<file path="src/rtl/alert_relay_pkg.sv">
package alert_relay_pkg;
  // Round a time in picoseconds to the nearest whole number of clock cycles.
  function automatic int unsigned ps_to_cycles(input int unsigned t_ps,
                                               input int unsigned clk_ps);
    return (t_ps + clk_ps / 2) / clk_ps;
  endfunction
endpackage

</file>
<file path="src/rtl/alert_line_sync.sv">
module alert_line_sync #(
  parameter int   STAGES = 2,
  parameter logic IDLE   = 1'b1
) (
  input  logic clk,
  input  logic rst,
  input  logic d,
  output logic q
);
  logic [STAGES-1:0] sr;

  always_ff @(posedge clk) begin
    if (rst) sr <= {STAGES{IDLE}};
    else     sr <= {sr[STAGES-2:0], d};
  end

  assign q = sr[STAGES-1];
endmodule

</file>
<file path="src/rtl/alert_holdoff_timer.sv">
module alert_holdoff_timer #(
  parameter int HOLD_CYCLES = 41
) (
  input  logic clk,
  input  logic rst,
  input  logic alert_n,
  output logic blocked
);
  localparam int CW = (HOLD_CYCLES < 2) ? 1 : $clog2(HOLD_CYCLES);
  localparam logic [CW-1:0] LAST = CW'(HOLD_CYCLES - 1);

  logic [CW-1:0] cnt;

  // A low alert closes the path and clears the count. Each high sample
  // while the path is closed advances the count. The path reopens after
  // HOLD_CYCLES high samples.
  always_ff @(posedge clk) begin
    if (rst) begin
      blocked <= 1'b0;
      cnt     <= '0;
    end else if (!alert_n) begin
      blocked <= 1'b1;
      cnt     <= '0;
    end else if (blocked) begin
      if (cnt == LAST) begin
        blocked <= 1'b0;
        cnt     <= '0;
      end else begin
        cnt <= cnt + 1'b1;
      end
    end
  end
endmodule

</file>
<file path="src/rtl/alert_force_gate.sv">
module alert_force_gate (
  input  logic clk,
  input  logic rst,
  input  logic alert_n,
  input  logic blocked,
  input  logic line_low_s,
  output logic force_n,
  output logic pull_en
);
  logic path_open;

  // The live alert input gates the path directly. The return path is
  // therefore shut in the same edge that first sees the alert low.
  assign path_open = alert_n & ~blocked;

  always_ff @(posedge clk) begin
    if (rst) begin
      force_n <= 1'b1;
      pull_en <= 1'b0;
    end else begin
      force_n <= ~(line_low_s & path_open);
      pull_en <= ~alert_n;
    end
  end
endmodule

</file>
<file path="src/rtl/alert_relay.sv">
module alert_relay
  import alert_relay_pkg::*;
#(
  parameter int unsigned CLK_PERIOD_PS = 5000,
  parameter int unsigned HOLDOFF_PS    = 205000,
  parameter int          SYNC_STAGES   = 2,
  parameter int          HOLD_CYCLES   = int'(ps_to_cycles(HOLDOFF_PS, CLK_PERIOD_PS))
) (
  input  logic clk,
  input  logic rst,
  input  logic proc_alert_n,
  input  logic line_in,
  output logic line_pull_en,
  output logic force_n
);
  logic line_s;
  logic blocked;

  alert_line_sync #(.STAGES(SYNC_STAGES), .IDLE(1'b1)) u_sync (
    .clk (clk),
    .rst (rst),
    .d   (line_in),
    .q   (line_s)
  );

  alert_holdoff_timer #(.HOLD_CYCLES(HOLD_CYCLES)) u_hold (
    .clk     (clk),
    .rst     (rst),
    .alert_n (proc_alert_n),
    .blocked (blocked)
  );

  alert_force_gate u_gate (
    .clk        (clk),
    .rst        (rst),
    .alert_n    (proc_alert_n),
    .blocked    (blocked),
    .line_low_s (~line_s),
    .force_n    (force_n),
    .pull_en    (line_pull_en)
  );
endmodule

</file>
<file path="config.mk">
export PLATFORM = sky130hd
export DESIGN_NAME = alert_relay
export DESIGN_NICKNAME = d
export VERILOG_FILES = /design/src/rtl/alert_relay_pkg.sv /design/src/rtl/alert_line_sync.sv /design/src/rtl/alert_holdoff_timer.sv /design/src/rtl/alert_force_gate.sv /design/src/rtl/alert_relay.sv
export SDC_FILE = /design/constraint.sdc
export NUM_CORES = 1
export LEC_CHECK = 0
export BUFFER_PORTS_ARGS = -buffer_cell sky130_fd_sc_hd__buf_4
export CAP_MARGIN = 40
export CORE_AREA = 2 2 39 41
export CTS_BUF_LIST = sky130_fd_sc_hd__clkbuf_16
export DETAILED_ROUTE_END_ITERATION = 8
export DIE_AREA = 0 0 41 43
export PLACE_DENSITY = 0.52
export SKIP_LAST_GASP = 1
export SYNTH_ARGS = -nofsm -noshare
export SYNTH_HDL_FRONTEND = slang
export SYNTH_SLANG_ARGS = --single-unit
</file>
<file path="constraint.sdc">
create_clock -name clk -period 2.5 [get_ports clk]
set_input_delay 0.75 -clock clk [delete_from_list [all_inputs] [get_ports clk]]
set_output_delay 0.75 -clock clk [all_outputs]
set_load 0.005 [all_outputs]
</file>
# After elaboration in Yosys (flattened, before gate mapping)
# Cells that the tools add are included.
# totals
in_bits	4
output_inout_bits	2
wordCells	18
ff_bits	11
# op_classes
add_sub_neg	1
n_bitwise	6
mux	4
n_eq_ne	1
reduce_logical	1
# ops
op	count
6-bit by 1-bit adder with 6-bit output (second input constant)	1
6-bit == test (second input constant)	1
6-bit 2-to-1 mux	1
1-bit NOT	4
1-bit 2-to-1 mux	3
1-bit AND	2
2-bit OR reduction	1

# Logic depth before layout (Yosys ltp)
# Gate-level depths: netlist (run 1).
# depth
ltp_word	4
ltp_mapped	5

# Modules after synthesis
# From an unflattened synthesis (run 1), not the netlist that was laid out.
# unflattened
hier_cells	51
hier_area_um2	521.8
# modules_own_cells
mod	area_per_inst_um2	seq_area_each_um2	instances	cells_per_inst
alert_holdoff_timer	410.4	140.1	1	42
alert_force_gate	55.1	40.0	1	4
alert_line_sync	52.6	40.0	1	4
alert_relay	3.8	0.0	1	1

# Least setup slack after synthesis (run 1)
# OpenSTA, ideal clock, no wires.
# synth_timing
path_kind	input port to flip-flop
start	input rst
end	register u_gate.force_n
path_stages	3
slack_ps	995
required_ps	2368
t_arrival_ps	1373
path_buffers	1
setup_time_ps	132
cell_sequence	nand2b_4 -> buf_6 -> or3_2
# synth_lines
item	line	rtl
from (decl)	alert_relay.sv:10	input logic rst,
to (signal assigned)	alert_force_gate.sv:21	force_n <= ~(line_low_s & path_open);
to (decl)	alert_force_gate.sv:7	output logic force_n,

# Worst setup path after layout (run 1)
# layout_timing
start	register u_gate.pull_en
end	output line_pull_en
# layout_lines
item	line	rtl
from (decl)	alert_force_gate.sv:8	output logic pull_en
from (signal assigned)	alert_force_gate.sv:22	pull_en <= ~alert_n;
to (decl)	alert_relay.sv:13	output logic line_pull_en,
# No word-level cell between the ends.

==> impl_results.md, run 1 <==
- Number of placed instances with taps included: 68
- Vias in the first global route: 325
- Worst slew slack as a fraction of its limit: 79.3%
- Post-route standard cell area excluding fillers: 583 µm²
- RR Startpoint: u_hold.cnt[0]$_SDFFE_PP0P_
- Number of DRC violations after detailed routing: 0
- Critical path type: reg -> out
- Source-to-sink clock delay at the later pin of the worst-skew pair: 0.24 ns
- Synthesized instance count: 49
- Slew of the pin with the lowest slew margin: 0.308 ns
- Net count, final: 63
- Max-slew violation count: 0
- Most frequent cells after synthesis: 11 x sky130_fd_sc_hd__dfxtp_1, 5 x sky130_fd_sc_hd__inv_1, 4 x sky130_fd_sc_hd__nand2_1
- Die Y-Extent: 43 µm
- Worst-path clk slew: 0.04 ns
- Row count: 14
- CP max-delay cell: sky130_fd_sc_hd__dfxtp_1
- H-Tree Depth: 1
- Cell area after synthesis: 465 µm²
- Longest individual stage delay on the worst path: 0.29 ns
- Syn. warnings: 0
- Vias per cell: 4.81
- Clock tree from TritonCTS: done
- Final routed wirelength across all metal layers: 737 µm
- Most repeated cell in the gate-level netlist after synthesis: sky130_fd_sc_hd__dfxtp_1
- Path class of the lowest-slack min-delay path: reg -> reg
- Total area of multi-input combinational cells: 208 µm²
- Routed metal-1 wire length: 364 µm
- Finished Core Util: 42.1%
- Die Footprint: 0.00176 mm²
- Sequential-to-total area share from yosys stat: 47.3%
- Most frequently used flop master after synthesis: sky130_fd_sc_hd__dfxtp_1
- Cell Area, Placed: 504 µm²
- Number of buffers created by CTS: 3
- Setup crit start: u_gate.pull_en$_SDFF_PP0_
- Startpoint of the most critical hold path: u_sync.sr[0]$_SDFF_PP1_
- Tightest hold margin: 0.402 ns
- Setup slack of the critical path after layout: 1.09 ns
- Number of antenna violations at the first check in global routing: 0
- Hold buffer count at cts: 0
- Power after layout: 490 µW
- Setup repair after global routing missed its margin: false
- Area of the placeable core: 0.00138 mm²
- Final period utilization: 56.2%
- Initial cell density of the core: 33.6%
- Vias: 346
- Antenna-violating nets left: 0
- DR WL/cell: 10.2 µm
- Area growth from synthesis to final layout: 25.3%
- Crit path time final: 1.41 ns
- # IOs: 6
- Clock root buffer master: sky130_fd_sc_hd__clkbuf_16
- # fillers: 137
- Element type at the critical path end: output port
- Async set-reset flop share out of synthesis: 0%
- Largest delay contributor family on the critical path: flip-flops
- Peak ir drop on the vdd network: 0.000429 V
- Routed length on met3: 39 µm
- Top layer used by detailed routing: met4
- Detailed-routing iteration count for the pre-antenna-repair pass: 1
- Final Hold Violating Endpoints: 0
- Critical path cell sequence: buf_4
- Number of diodes added for antenna fixing: 0
- Synthesis-stage register bit count: 11
- Portion of synthesized cell area occupied by the leading cell type: 47.3%
- Count of flip-flops with a built-in enable after synthesis: 0
- CP Launch Type: flip-flop
- Max cap viols: 0
- Wire length of the first global-routing pass: 1240 µm
- Mean instance size in the synthesized netlist: 9.50 µm²
- Synth area leaders: sky130_fd_sc_hd__dfxtp_1 47%, sky130_fd_sc_hd__ha_1 5.4%, sky130_fd_sc_hd__inv_1 4.0%
- P per Cell Area: 841 mW/mm²
- Clock sink count: 11
- Post-synthesis net count: 55
- Static power due to leakage: 0.216 nW
- Final setup violation count: 0
- Largest net degree at the start of global routing: 10
- Clock buffer depth: 2
- Number of distinct library cells after synthesis: 22
- Met2 WL: 298 µm
- Pre-CTS setup slack: 0.911 ns
- Post-synthesis cell type with the largest combined area: sky130_fd_sc_hd__dfxtp_1
- Die span in x: 41 µm
- Initial drt markers: 0
- Share of layout cells above drive strength 1: 21.4%
- Half-perimeter wire length after detailed placement: 527 µm
- Run status: complete, no violations
- Peak fanout along the critical path: 1
- Peak Freq: 711 MHz
- Quantity of gates resized following cts: 0
- Max Clock Skew: 0.00254 ns
- Final instance count without filler cells: 72
- Crit path buffers/inverters: 1
- Total global-route track usage: 11.3%
- CP arrival: 0.66 ns
- GP Congestion: 0.653
- Post-route setup TNS: 0 ns
- Residual overflow from global routing: 0
- Post CTS Setup Buffer Count: 0
- Count of buffers inserted at the top-level ports: 5
- WP data required: 1.75 ns
- Area of all sequential standard cells: 220 µm²
-- sequential cells by signal, summed over array words and instances (netlist names) --
signal          flops
u_gate.force_n      1
u_gate.pull_en      1
u_hold.blocked      1
u_hold.cnt          6
u_sync.sr           2
-- cells by family after synthesis --
family	after synthesis	synth area share (%)
AOI/OAI and AO/OA	8	11.0
xor gates and xnor gates	1	1.88
muxes	1	2.15
and+or+nand+nor	19	24.2
buffers and inverters	7	8.07
DFF	11	47.3
adders and majority gates	2	5.38
-- cell usage in the layout (no fill, tap or decap), types with 3 or more instances in the layout --
cell type	instances
sky130_fd_sc_hd__dfxtp_1	11
sky130_fd_sc_hd__inv_1	6
sky130_fd_sc_hd__buf_4	5
sky130_fd_sc_hd__nand2_1	4
sky130_fd_sc_hd__a21oi_1	3
sky130_fd_sc_hd__or3_1	3
sky130_fd_sc_hd__nor2_1	3
sky130_fd_sc_hd__clkbuf_16	3
-- report_power, final --
group	leakage [nW]	total, mW	internal (mW)	switching (mW)
logic	0.0840	0.0176	0.00964	0.00795
registers	0.0899	0.185	0.181	0.00438
clock network	0.0423	0.287	0.210	0.0777
total	0.216	0.490	0.400	0.0900
-- worst paths after layout --
path / endpoint / slack, ns / depth (start not counted)
worst max-delay path: line_pull_en / 1.09 / 1
worst min-delay path: u_sync.sr[1]$_SDFF_PP1_ / 0.40 / 1
worst max register to register: u_hold.blocked$_SDFF_PP0_ / 1.20 / 5
worst min register to register: u_sync.sr[1]$_SDFF_PP1_ / 0.40 / 1
-- routing by layer --
layer | up-vias | global-route usage (%)
li1 | 182 | -
met1 | 151 | 12.1
met2 | 8 | 15.0
met3 | 5 | 4.71
met4 | 0 | 12.0
met5 | - | 0
-- area by class of cell --
class	instances	share of cell area, %
flip-flops and latches	11	37.8
multi-input cells	31	35.6
clock buffers	3	12.9
repair buffers	5	6.44
well taps	16	3.43
inverters	5	3.22
clock inverters	1	0.644
Power figures use the tool's default switching activity.
==> inputs of run 2 (changes only) <==
Clock period 2.5 ns to 1.3 ns, I/O delays scaled along.
==> impl_results.md, run 2 (synthesis results as in run 1) <==
- Number of antenna violations at the first check in global routing: 0
- Combinational power share: 4.2%
- Area of the placeable core: 0.00138 mm²
- Net count, final: 67
- CP Launch Type: flip-flop
- Die span in x: 41 µm
- Path class of the lowest-slack min-delay path: in -> reg
- # fillers: 137
- Largest regs: u_hold.cnt: 6 flops, u_sync.sr: 2 flops
- Peak ir drop on the vdd network: 0.000701 V
- Peak fanout along the critical path: 9
- Setup repair after global routing missed its margin: false
- Max reg flops: 6
- Clock buffer depth: 2
- Run status: complete, no violations
- Area of all sequential standard cells: 220 µm²
- Total internal power: 774 µW
- Power after layout: 947 µW
- Final instance count without filler cells: 76
- Largest net degree at the start of global routing: 10
- Initial drt markers: 2
- Max Clock Skew: 0.00252 ns
- Share of layout cells above drive strength 1: 26.7%
- CP arrival: 1.33 ns
- Clock tree from TritonCTS: done
- Residual overflow from global routing: 0
- Number of placed instances with taps included: 71
- Initial cell density of the core: 33.6%
- Hold buffer count at cts: 0
- Row count: 14
- Register name with the most flops: u_hold.cnt
- Area growth from synthesis to final layout: 31.7%
- Proportion of total power due to net switching: 18.3%
- Max-slew violation count: 0
- Number of DRC violations after detailed routing: 0
- Worst slew slack as a fraction of its limit: 80.9%
- # IOs: 6
- Peak Freq: 861 MHz
- WP data required: 1.47 ns
- Number of buffers created by CTS: 3
- Static power due to leakage: 0.235 nW
- GP Congestion: 0.694
- Source-to-sink clock delay at the later pin of the worst-skew pair: 0.24 ns
- Vias in the first global route: 326
- Element type at the critical path end: flip-flop
- Worst-path clk slew: 0.04 ns
- Critical path type: reg -> reg
- Number of diodes added for antenna fixing: 0
- Slew of the pin with the lowest slew margin: 0.286 ns
- Detailed-routing iteration count for the pre-antenna-repair pass: 4
- Total global-route track usage: 12.1%
- Post-route setup TNS: 0 ns
- Die Y-Extent: 43 µm
- Antenna-violating nets left: 0
- H-Tree Depth: 1
- Final Hold Violating Endpoints: 0
- Die Footprint: 0.00176 mm²
- Net Sw Power: 173 µW
- P per Cell Area: 1540 mW/mm²
- Vias: 372
- Clock sink count: 11
- Final period utilization: 89.4%
- Finished Core Util: 44.3%
- Vias per cell: 4.89
- Crit path time final: 1.16 ns
- Max cap viols: 0
- Total area of multi-input combinational cells: 208 µm²
- Count of buffers inserted at the top-level ports: 5
- Commonest cells after routing, fill and taps aside: 11 x sky130_fd_sc_hd__dfxtp_1, 9 x sky130_fd_sc_hd__buf_4, 6 x sky130_fd_sc_hd__inv_1
- Leading cell type in the layout, fill and taps excluded: sky130_fd_sc_hd__dfxtp_1
- DR WL/cell: 10.6 µm
- Final setup violation count: 0
- Portion of total power attributed to sequential cells: 37.5%
- Final routed wirelength across all metal layers: 808 µm
- Clock root buffer master: sky130_fd_sc_hd__clkbuf_16
- Share of power burned in the clock network: 58.3%
- Wire length of the first global-routing pass: 1340 µm
[run 2: cell count changes in the layout (fill, tap and decap cells not counted)]
cell                      change
sky130_fd_sc_hd__buf_4        +4
sky130_fd_sc_hd__o21ai_0      -1
sky130_fd_sc_hd__o21ai_1      +1
[run 2: critical path: stages, from the launching register on]
cell	delay, ns
sky130_fd_sc_hd__dfxtp_1	0.47
sky130_fd_sc_hd__nand2_1	0.11
sky130_fd_sc_hd__or3_1	0.36
sky130_fd_sc_hd__a31oi_1	0.15
[run 2: power groups by stage]
stage                     combinational [mW]  sequential [mW]  clock [mW]
after floorplan                       0.0270            0.357           0
after global placement                0.0397            0.361           0
after detailed placement              0.0399            0.361           0
after CTS                             0.0400            0.355       0.567
after global routing                  0.0433            0.356       0.576
final                                 0.0394            0.355       0.552
[run 2: worst paths after layout]
check | to | from | cells after the start | slack [ns]
min | u_gate.pull_en$_SDFF_PP0_ | rst | 2 | 0.33
max reg2reg | u_hold.cnt[5]$_SDFFE_PP0P_ | u_hold.blocked$_SDFF_PP0_ | 3 | 0.14
max | u_hold.cnt[5]$_SDFFE_PP0P_ | u_hold.blocked$_SDFF_PP0_ | 3 | 0.14
min reg2reg | u_sync.sr[1]$_SDFF_PP1_ | u_sync.sr[0]$_SDFF_PP1_ | 1 | 0.41
[run 2: layout make-up]
class / count / share of cell area (%)
clock inverters: 1 / 0.612
flip-flops and latches: 11 / 35.9
clock buffers: 3 / 12.2
repair buffers: 9 / 11.0
well taps: 16 / 3.27
multi-input cells: 31 / 33.9
inverters: 5 / 3.06
[run 2: repair_timing]
item                                    4_1_cts  5_1_grt
resized for setup                             0        1
endpoints found under the setup margin        0        2
setup buffers                                 0        1
[run 2: per-stage QoR]
| step | hold WS [ns] | area, µm² | setup WS, ns |
|---|---|---|---|
| after global routing | 0.338 | 613 | 0.00956 |
| after global placement | 0.393 | 527 | 0.0698 |
| after detailed placement | 0.400 | 527 | 0.0692 |
| final | 0.330 | 613 | 0.138 |
| after CTS | 0.331 | 606 | 0.0685 |
| after floorplan | 0.389 | 465 | 0.155 |
[run 2: metal layers]
metal  vias up  global-route usage (%)  part of all wire [%]
met4         0                    12.0                   2.8
met5         -                       0                     0
li1        190                       -                     -
met2         9                    15.3                    45
met3         4                    4.71                   4.5
met1       169                    14.4                    48
